$ cat src/rtl/rtc_pkg.sv
package rtc_pkg;
  localparam int unsigned ADDR_W = 12;
  localparam int unsigned DATA_W = 16;
  localparam int unsigned TIME_W = 33;

  localparam logic [ADDR_W-1:0] OFS_TIME_LO  = 12'h0C0;
  localparam logic [ADDR_W-1:0] OFS_TIME_MID = 12'h0C2;
  localparam logic [ADDR_W-1:0] OFS_TIME_HI  = 12'h0C4;
  localparam logic [ADDR_W-1:0] OFS_DIV_LO   = 12'h0D0;
  localparam logic [ADDR_W-1:0] OFS_DIV_HI   = 12'h0D2;
  localparam logic [ADDR_W-1:0] OFS_ACK      = 12'h1DE;

  function automatic logic [DATA_W-1:0] time_window(
    input logic [1:0] sel, input logic [TIME_W-1:0] t);
    case (sel)
      2'd0:    time_window = {t[0], {(DATA_W-1){1'b0}}};
      2'd1:    time_window = t[16:1];
      2'd2:    time_window = t[32:17];
      default: time_window = '0;
    endcase
  endfunction
endpackage

$ cat src/rtl/rtc_rst_sync.sv
module rtc_rst_sync (
  input  logic clk,
  input  logic rst_n,
  output logic rst_n_sync
);
  logic [1:0] sync_q;

  always_ff @(posedge clk or negedge rst_n) begin
    if (!rst_n) sync_q <= 2'b00;
    else        sync_q <= {sync_q[0], 1'b1};
  end

  assign rst_n_sync = sync_q[1];
endmodule

$ cat src/rtl/rtc_strobe_div.sv
module rtc_strobe_div #(
  parameter int unsigned RATIO = 4
) (
  input  logic clk,
  input  logic rst_n,
  input  logic en,
  output logic stb
);
  localparam int unsigned CW = (RATIO > 1) ? $clog2(RATIO) : 1;
  localparam logic [CW-1:0] LAST = CW'(RATIO - 1);

  logic [CW-1:0] cnt_q, cnt_d;
  logic          wrap;

  assign wrap = en && (cnt_q == LAST);

  always_comb begin
    cnt_d = cnt_q;
    if (en) begin
      if (wrap) cnt_d = '0;
      else      cnt_d = cnt_q + 1'b1;
    end
  end

  always_ff @(posedge clk or negedge rst_n) begin
    if (!rst_n) cnt_q <= '0;
    else        cnt_q <= cnt_d;
  end

  assign stb = wrap;
endmodule

$ cat src/rtl/rtc_time_cnt.sv
module rtc_time_cnt #(
  parameter int unsigned W = 33
) (
  input  logic         clk,
  input  logic         rst_n,
  input  logic         step,
  output logic [W-1:0] count
);
  logic [W-1:0] cnt_q, cnt_d;

  always_comb begin
    cnt_d = cnt_q;
    if (step) cnt_d = cnt_q + 1'b1;
  end

  always_ff @(posedge clk or negedge rst_n) begin
    if (!rst_n) cnt_q <= '0;
    else        cnt_q <= cnt_d;
  end

  assign count = cnt_q;
endmodule

$ cat src/rtl/rtc_rate_div.sv
module rtc_rate_div #(
  parameter int unsigned DIV_W = 16
) (
  input  logic             clk,
  input  logic             rst_n,
  input  logic             base_stb,
  input  logic             div_we,
  input  logic [DIV_W-1:0] div_wdata,
  output logic [DIV_W-1:0] div_value,
  output logic             tick
);
  logic [DIV_W-1:0] div_q, div_d;
  logic [DIV_W-1:0] act_q, act_d;
  logic [DIV_W-1:0] cnt_q, cnt_d;
  logic             tick_c;

  always_comb begin
    div_d = div_q;
    if (div_we && (div_wdata != '0)) div_d = div_wdata;
  end

  always_comb begin
    act_d  = act_q;
    cnt_d  = cnt_q;
    tick_c = 1'b0;
    if (base_stb) begin
      if (act_q == '0) begin
        act_d = div_q;
        cnt_d = '0;
      end else if (cnt_q == act_q - 1'b1) begin
        tick_c = 1'b1;
        cnt_d  = '0;
        act_d  = div_q;
      end else begin
        cnt_d = cnt_q + 1'b1;
      end
    end
  end

  always_ff @(posedge clk or negedge rst_n) begin
    if (!rst_n) begin
      div_q <= '0;
      act_q <= '0;
      cnt_q <= '0;
    end else begin
      div_q <= div_d;
      act_q <= act_d;
      cnt_q <= cnt_d;
    end
  end

  assign div_value = div_q;
  assign tick      = tick_c;
endmodule

$ cat src/rtl/rtc_pend_cnt.sv
module rtc_pend_cnt #(
  parameter int unsigned W = 4
) (
  input  logic         clk,
  input  logic         rst_n,
  input  logic         inc,
  input  logic         dec,
  output logic [W-1:0] count
);
  localparam logic [W-1:0] TOP = {W{1'b1}};

  logic [W-1:0] cnt_q, cnt_d, after_dec;

  always_comb begin
    after_dec = cnt_q;
    if (dec && (cnt_q != '0)) after_dec = cnt_q - 1'b1;
    cnt_d = after_dec;
    if (inc && (after_dec != TOP)) cnt_d = after_dec + 1'b1;
  end

  always_ff @(posedge clk or negedge rst_n) begin
    if (!rst_n) cnt_q <= '0;
    else        cnt_q <= cnt_d;
  end

  assign count = cnt_q;
endmodule

$ cat src/rtl/rtc_tick_top.sv
module rtc_tick_top
  import rtc_pkg::*;
#(
  parameter int unsigned SEC_PRE  = 32768,
  parameter int unsigned BASE_PRE = 4,
  parameter int unsigned DIV_W    = 16,
  parameter int unsigned PEND_W   = 8
) (
  input  logic              clk,
  input  logic              rst_n,
  input  logic              tick_en,
  input  logic              bus_sel,
  input  logic              bus_wr,
  input  logic [ADDR_W-1:0] bus_addr,
  input  logic [DATA_W-1:0] bus_wdata,
  output logic [DATA_W-1:0] bus_rdata,
  output logic              irq_out
);
  logic              rst_n_sync;
  logic              sec_stb, base_stb, per_tick, ack, div_we, rd;
  logic [TIME_W-1:0] time_q;
  logic [DIV_W-1:0]  div_q;
  logic [PEND_W-1:0] pend_q;
  logic [DATA_W-1:0] rdata_q, rdata_d, rd_mux;

  rtc_rst_sync u_rst (.clk(clk), .rst_n(rst_n), .rst_n_sync(rst_n_sync));

  rtc_strobe_div #(.RATIO(SEC_PRE)) u_sec_pre (
    .clk(clk), .rst_n(rst_n_sync), .en(tick_en), .stb(sec_stb));

  rtc_strobe_div #(.RATIO(BASE_PRE)) u_base_pre (
    .clk(clk), .rst_n(rst_n_sync), .en(tick_en), .stb(base_stb));

  rtc_time_cnt #(.W(TIME_W)) u_time (
    .clk(clk), .rst_n(rst_n_sync), .step(sec_stb), .count(time_q));

  assign div_we = bus_sel && bus_wr && (bus_addr == OFS_DIV_LO);
  assign ack    = bus_sel && (bus_addr == OFS_ACK);
  assign rd     = bus_sel && !bus_wr;

  rtc_rate_div #(.DIV_W(DIV_W)) u_rate (
    .clk(clk), .rst_n(rst_n_sync), .base_stb(base_stb), .div_we(div_we),
    .div_wdata(bus_wdata[DIV_W-1:0]), .div_value(div_q), .tick(per_tick));

  rtc_pend_cnt #(.W(PEND_W)) u_pend (
    .clk(clk), .rst_n(rst_n_sync), .inc(per_tick), .dec(ack), .count(pend_q));

  always_comb begin
    case (bus_addr)
      OFS_TIME_LO:  rd_mux = time_window(2'd0, time_q);
      OFS_TIME_MID: rd_mux = time_window(2'd1, time_q);
      OFS_TIME_HI:  rd_mux = time_window(2'd2, time_q);
      OFS_DIV_LO:   rd_mux = DATA_W'(div_q);
      default:      rd_mux = '0;
    endcase
  end

  always_comb begin
    rdata_d = rdata_q;
    if (rd) rdata_d = rd_mux;
  end

  always_ff @(posedge clk or negedge rst_n_sync) begin
    if (!rst_n_sync) rdata_q <= '0;
    else             rdata_q <= rdata_d;
  end

  assign bus_rdata = rdata_q;
  assign irq_out   = (pend_q != '0);
endmodule

$ cat config.mk
export PLATFORM = sky130hd
export DESIGN_NAME = rtc_tick_top
export DESIGN_NICKNAME = d
export VERILOG_FILES = /design/src/rtl/rtc_pkg.sv /design/src/rtl/rtc_rst_sync.sv /design/src/rtl/rtc_strobe_div.sv /design/src/rtl/rtc_time_cnt.sv /design/src/rtl/rtc_rate_div.sv /design/src/rtl/rtc_pend_cnt.sv /design/src/rtl/rtc_tick_top.sv
export SDC_FILE = /design/constraint.sdc
export NUM_CORES = 1
export LEC_CHECK = 0
export CORE_MARGIN = 2
export CORE_UTILIZATION = 59
export CTS_CLUSTER_DIAMETER = 120
export CTS_CLUSTER_SIZE = 12
export DETAILED_ROUTE_END_ITERATION = 7
export DONT_BUFFER_PORTS = 1
export PLACE_DENSITY = 0.76
export SYNTH_ARGS = -nofsm -noshare
export SYNTH_HDL_FRONTEND = slang
export SYNTH_SLANG_ARGS = --single-unit
$ cat constraint.sdc
create_clock -name clk -period 4.47 [get_ports clk]
set_clock_uncertainty 0.15 [all_clocks]
set_input_delay 0.894 -clock clk [delete_from_list [all_inputs] [get_ports clk]]
set_output_delay 0.894 -clock clk [all_outputs]
set_load 0.005 [all_outputs]
After elaboration in Yosys (flattened, before gate mapping)
Cells that the tools add are included.
Widths: inputs -> output; s select.
{"block": "totals", "regBits": 124, "input_bits": 33, "out_inout_bits": 17}
{"block": "op_classes", "n_addsub": 7, "eq_ne": 9, "muxes": 12, "reduce_logical": 15}
{"operator": "$mux 16", "count": 4}
{"operator": "$pmux 16 s4", "count": 1}
{"operator": "$eq 12x8->1 const B", "count": 4}
{"operator": "$add 33x1->33 const B", "count": 1}
{"operator": "$add 16x1->16 const B", "count": 1}
{"operator": "$eq 16x16->1", "count": 1}
{"operator": "$logic_not 16->1", "count": 1}
{"operator": "$mux 8", "count": 2}
{"operator": "$reduce_bool 16->1", "count": 1}
{"operator": "$sub 16x1->16 const B", "count": 1}
{"operator": "$add 15x1->15 const B", "count": 1}
{"operator": "$eq 15x15->1 const B", "count": 1}
{"operator": "$mux 15", "count": 1}
{"operator": "$eq 12x9->1 const B", "count": 1}
{"operator": "$logic_and 1x1->1", "count": 9}
{"operator": "$add 8x1->8 const B", "count": 1}
{"operator": "$ne 8x8->1 const B", "count": 1}
{"operator": "$reduce_bool 8->1", "count": 1}
{"operator": "$sub 8x1->8 const B", "count": 1}
{"operator": "$mux 1", "count": 3}
{"operator": "$add 2x1->2 const B", "count": 1}
{"operator": "$eq 2x2->1 const B", "count": 1}
{"operator": "$mux 2", "count": 1}
{"operator": "$reduce_and 2->1", "count": 1}
{"operator": "other kinds (2)", "count": 2}

Logic depth before layout (Yosys ltp)
{"block": "depth", "word_depth": 7, "ltp_mapped": 12, "depth_no_buf": 12}

Cells and area by module
Synthesis repeated with hierarchy kept, for this count alone.
{"block": "unflattened", "cells_unflattened": 684, "hier_area_um2": 7020.5}
{"mod": "rtc_rate_div", "instances": 1, "cells_each": 263, "area_each_um2": 2746.4, "seq_area_each_um2": 1201.2}
{"mod": "rtc_time_cnt", "instances": 1, "cells_each": 135, "area_each_um2": 1551.5, "seq_area_each_um2": 825.8}
{"mod": "rtc_tick_top", "instances": 1, "cells_each": 115, "area_each_um2": 1039.7, "seq_area_each_um2": 400.4}
{"mod": "rtc_pend_cnt", "instances": 1, "cells_each": 94, "area_each_um2": 814.5, "seq_area_each_um2": 200.2}
{"mod": "rtc_strobe_div (u_sec_pre)", "instances": 1, "cells_each": 67, "area_each_um2": 718.2, "seq_area_each_um2": 375.4}
{"mod": "rtc_strobe_div (u_base_pre)", "instances": 1, "cells_each": 7, "area_each_um2": 96.3, "seq_area_each_um2": 50.0}
{"mod": "rtc_rst_sync", "instances": 1, "cells_each": 3, "area_each_um2": 53.8, "seq_area_each_um2": 50.0}

Worst setup path after synthesis
No wires, ideal clock.
{"block": "synth_timing", "path_kind": "input-to-reg", "start": "input port bus_addr[5]", "end": "register u_rate.div_q[10] (netlist: u_rate.div_value[10])", "setup_time_ns": 0.125, "arrival_time_ns": 2.896, "required_ns": 4.195, "slack_ns": 1.299, "cell_stages": 8, "path_buffers": 2, "cell_sequence": "and4bb_1 -> nand2_1 -> or4_1 -> buf_2 -> nor4b_4 -> nand4_4 -> buf_6 -> mux2_4"}
{"block": "synth_between", "elab_chain_len": 3}
{"item": "start, declared", "line": "rtc_tick_top.sv:14", "rtl": "input logic [ADDR_W-1:0] bus_addr,"}
{"item": "$eq 12x8->1", "line": "rtc_tick_top.sv:37", "rtl": "assign div_we = bus_sel && bus_wr && (bus_addr == OFS_DIV_LO);"}
{"item": "$logic_and 1x1->1", "line": "rtc_tick_top.sv:37"}
{"item": "$logic_and 1x1->1", "line": "rtc_rate_div.sv:19", "rtl": "if (div_we && (div_wdata != '0)) div_d = div_wdata;"}
{"item": "end signal, assigned", "line": "rtc_rate_div.sv:46", "rtl": "div_q <= div_d;"}
{"item": "end, declared", "line": "rtc_rate_div.sv:12", "rtl": "logic [DIV_W-1:0] div_q, div_d;"}
Every way passes these cells.
A chain may end at the register's enable or synchronous reset.

Final worst setup path
{"block": "layout_timing", "start": "register u_pend.cnt_q[0] (netlist: u_pend.count[0])", "end": "register u_pend.cnt_q[1] (netlist: u_pend.count[1])"}
{"block": "layout_between", "elab_chain_len": 6, "elab_cells_between_ends": 8, "cone_classes": "2 x add/sub; 1 x eq/ne; 2 x mux; 3 x reduce/logical"}
{"item": "start, declared", "line": "rtc_pend_cnt.sv:12", "rtl": "logic [W-1:0] cnt_q, cnt_d, after_dec;"}
{"item": "start signal, assigned", "line": "rtc_pend_cnt.sv:23", "rtl": "else cnt_q <= cnt_d;"}
{"item": "parallel branches: the longest is 2 deep, another holds $sub 8x1->8"}
{"item": "$mux 8 (*)", "line": "rtc_pend_cnt.sv:16", "rtl": "if (dec && (cnt_q != '0)) after_dec = cnt_q - 1'b1;"}
{"item": "parallel branches: the longest is 2 deep, another holds $add 8x1->8"}
{"item": "$mux 8 (*)", "line": "rtc_pend_cnt.sv:18", "rtl": "if (inc && (after_dec != TOP)) cnt_d = after_dec + 1'b1;"}
{"item": "named net u_pend.cnt_d[1]", "line": "rtc_pend_cnt.sv:12"}
Mark *: on every way through the listed nets, which the timed path passes.

==> impl_metrics.tcl <==
set metrics [dict create \
    worstSetupStartpointType "flip-flop" \
    ant_nets 0 \
    slew_viol_final 0 \
    holdPathStages 0 \
    io_pins 50 \
    syn_nets 665 \
    worstReg2RegEnd "u_pend.count[1]" \
    yosysUniqueCellTypes 71 \
    dp_hpwl_mm 10.22 \
    synthArstFlopShare_pct 100.0 \
    p_per_area_nw_per_um2 391.2 \
    ys_ff_latch 124 \
    viasPerCell 6.162 \
    gp_congestion 0.8835 \
    syn_inst 624 \
    synthMuxAreaShare_pct 8.000 \
    start_util_pct 60.62 \
    power_mw 2.885 \
    synth_compound_area_share_pct 8.720 \
    startpoint "u_pend.count[0]" \
    relSlewSlack_pct 37.63 \
    nets 668 \
    synth_top_family_by_area "simple AND/OR/NAND/NOR gates" \
    die_h_um 109.8 \
    drtIter0Drc 333 \
    ys.flop_type "dfrtp_1" \
    setup_viol 0 \
    hold_end "u_rst.sync_q[1]" \
    tns_ns 0 \
    syn-mean-instance-area_um2 10.58 \
    cts_setup_buffers 0 \
    worstSetupPathType "reg -> reg" \
    outcome "finished, final reports clean" \
    max_freq_mhz 306.5 \
    grt_overflow 0 \
    drc 0 \
    hold_violations 0 \
    syn_area_um2 6600 \
    vias 4806 \
    rr_worst_depth 10 \
    yosysWarningCount 0 \
    finalCriticalPeriod_ns 3.262 \
    area_growth_pct 11.73 \
    cts_buffer_depth 2 \
    synth_top_area_share_pct 47.01 \
    drive_gt1_share_pct 14.37 \
    placementRows 38 \
    synth_seq_area_share_pct 47.01 \
    n_antenna_cell 0 \
    synthXorXnorAreaFrac_pct 10.75 \
    hold_class "reg -> reg" \
    die_area_um2 12050 \
    cts.sinks 124 \
    required_ns 4.73 \
    static-leakage-power_nw 3.331 \
    worst_setup_path_end_kind "flip-flop" \
    cap_violations 0 \
    peakVddDrop_uv 363.5 \
    core_um2 10890 \
    fin_crit_sh_pct 72.98 \
    cts_inserted_buffers 17 \
    r2r_slack_ns 1.21 \
    synth_area_leader_cell "dfrtp_1" \
    rsz0062_at_grt "no" \
    grt_pass1_vias 4794 \
    port-buffer-count 0 \
    cts_tree "done" \
    drt_pre_antenna_iters 6 \
    arrival_ns 3.52 \
    htreeDepth 4 \
    antenna_found_initial 0 \
    yosys.area_share.simple_pct 21.33 \
    wire_per_inst_um 18.20 \
    grt_pass1_wl_mm 23.68 \
    grt_max_degree 54 \
    synthAdderAreaFrac_pct 1.668 \
    track_usage_pct 25.89 \
    holdCritStartpoint "u_rst.sync_q[0]" \
    synth-edff-count 0 \
    crit-reg2reg-launch "u_pend.count[0]" \
    cts-root-buf "clkbuf_8" \
    post_cts_resized 0 \
    clk_latency_ns 0.52 \
    worst_slew_pin_slew_ns 0.9270 \
    die_width_um 109.8 \
    path_clk_slew_ns 0.06 \
    routed_wl_mm 14.20 \
    ys_top_cells_by_area "dfrtp_1 47%, xnor2_1 6.4%, mux2_2 4.4%, xor2_1 4.4%, nand2_1 3.3%" \
    cp_max_fo 4 \
]
==> power by group <==
part,switching [mW],internal (mW),total [mW]
Clock,0.505,0.984,1.49
Combinational,0.0974,0.0784,0.176
Sequential,0.0538,1.17,1.22
==> flip-flops by register name, indices dropped and copies added (netlist names), 8 cells and up <==
name and cells:
bus_rdata 16, u_pend.count 8, u_rate.act_q 16, u_rate.cnt_q 16
u_rate.div_value 16, u_sec_pre.cnt_q 15, u_time.count 33
==> cells in the mapped netlist (3+ instances only) <==
cell type / n
a21oi_1: 10
a222oi_1: 15
and2_1: 7
and3_1: 13
and4_1: 5
buf_2: 4
clkbuf_1: 15
dfrtp_1: 124
ha_1: 8
inv_1: 15
mux2_2: 26
mux2_4: 11
mux2i_1: 7
nand2_1: 58
nand2b_1: 3
nand3_1: 31
nand3b_1: 4
nand4_1: 17
nor2_1: 49
nor3_1: 14
nor3b_1: 6
nor4_1: 10
nor4b_2: 3
o21ai_0: 25
or3_1: 6
xnor2_1: 48
xor2_1: 33
==> final cells by class <==
class	instances	area [um2]
Tap cell	140	175.2
Sequential cell	124	3107
Fill cell	814	3513
Clock inverter	12	211.5
Inverter	15	56.30
Multi-Input combinational cell	462	3334
Timing Repair Buffer	7	55.05
Clock buffer	20	435.4
==> layout by cell type (no fill, tap or decap), types with 3 or more instances in the layout <==
master,count
and3_1,13
clkbuf_16,16
a222oi_1,15
nor3b_1,6
nor4b_2,3
mux2i_1,7
nand2b_1,3
o21ai_0,25
clkinv_4,6
inv_1,15
mux2_4,11
xor2_1,33
xnor2_1,48
nand3_1,31
buf_4,6
nor3_1,14
mux2_2,26
or3_1,6
and2_1,7
and4_1,5
bufinv_16,5
nand4_1,17
nor4_1,10
dfrtp_1,123
nor2_1,49
nand2_1,58
a21oi_1,10
nand3b_1,4
ha_1,8
==> per-layer routing <==
| metal | vias up | track usage [%] | wire (um) | share of wire (%) |
|---|---|---|---|---|
| met2 | 105 | 42.99 | 7153 | 50 |
| met3 | 18 | 6.935 | 716 | 5.0 |
| li1 | 2264 | - | - | - |
| met5 | - | 0 | 0 | 0 |
| met1 | 2419 | 32.83 | 6079 | 43 |
| met4 | 0 | 8.861 | 248 | 1.7 |
==> worst max-delay path by stage <==
| stage | slack [ns] | cells past startpoint | endpoint |
|---|---|---|---|
| 6_report | 1.21 | 10 | u_pend.count[1] |
| 5_1_grt | 1.03 | 10 | u_rate.act_q[5] |
| 4_1_cts | 1.20 | 10 | u_pend.count[1] |
| 3_5_place_dp | 1.09 | 7 | u_rate.div_value[6] |
| 3_3_place_gp | 1.13 | 7 | u_rate.div_value[6] |
| 2_1_floorplan | 0.61 | 0 | bus_rdata[0] |
==> cells by family (layout without fill, tap and decap cells) <==
kind of cell | Yosys count | count (layout)
buf+inv | 38 | 54
flops | 124 | 124
simple gates | 250 | 250
fa+ha+maj | 9 | 9
xor+xnor | 81 | 81
other cells | 1 | 1
compound gates | 77 | 77
mux | 44 | 44
==> critical path, cell delays in order (launching register included) <==
cell and delay (ns):
dfrtp_1 0.39, inv_1 0.13, ha_1 0.25, or3b_2 0.49, o211a_1 0.25, and2_1 0.19, xnor2_1 0.25, ha_1 0.23
nor3b_2 0.23, and4bb_1 0.29, mux2_4 0.30
==> what timing repair did <==
action                                  4_1_cts  5_1_grt
hold buffers                                  1        0
hold endpoints to repair                      2        0
endpoints found under the setup margin        0        0
==> through the flow <==
stage          hold WS [ns]  setup slack [ns]  instances  utilization [%]  cell area [um2]
6_report             0.2021             1.208        780            67.73             7375
5_1_grt              0.2280             1.030        780            67.73             7375
4_1_cts              0.2039             1.204        780            67.73             7375
3_5_place_dp         0.1905             1.089        747            61.70             6718
3_3_place_gp         0.1908             1.127        747            61.70             6718
2_1_floorplan        0.1812            0.6096        624                -             6600
Power figures use the tool's default switching activity.
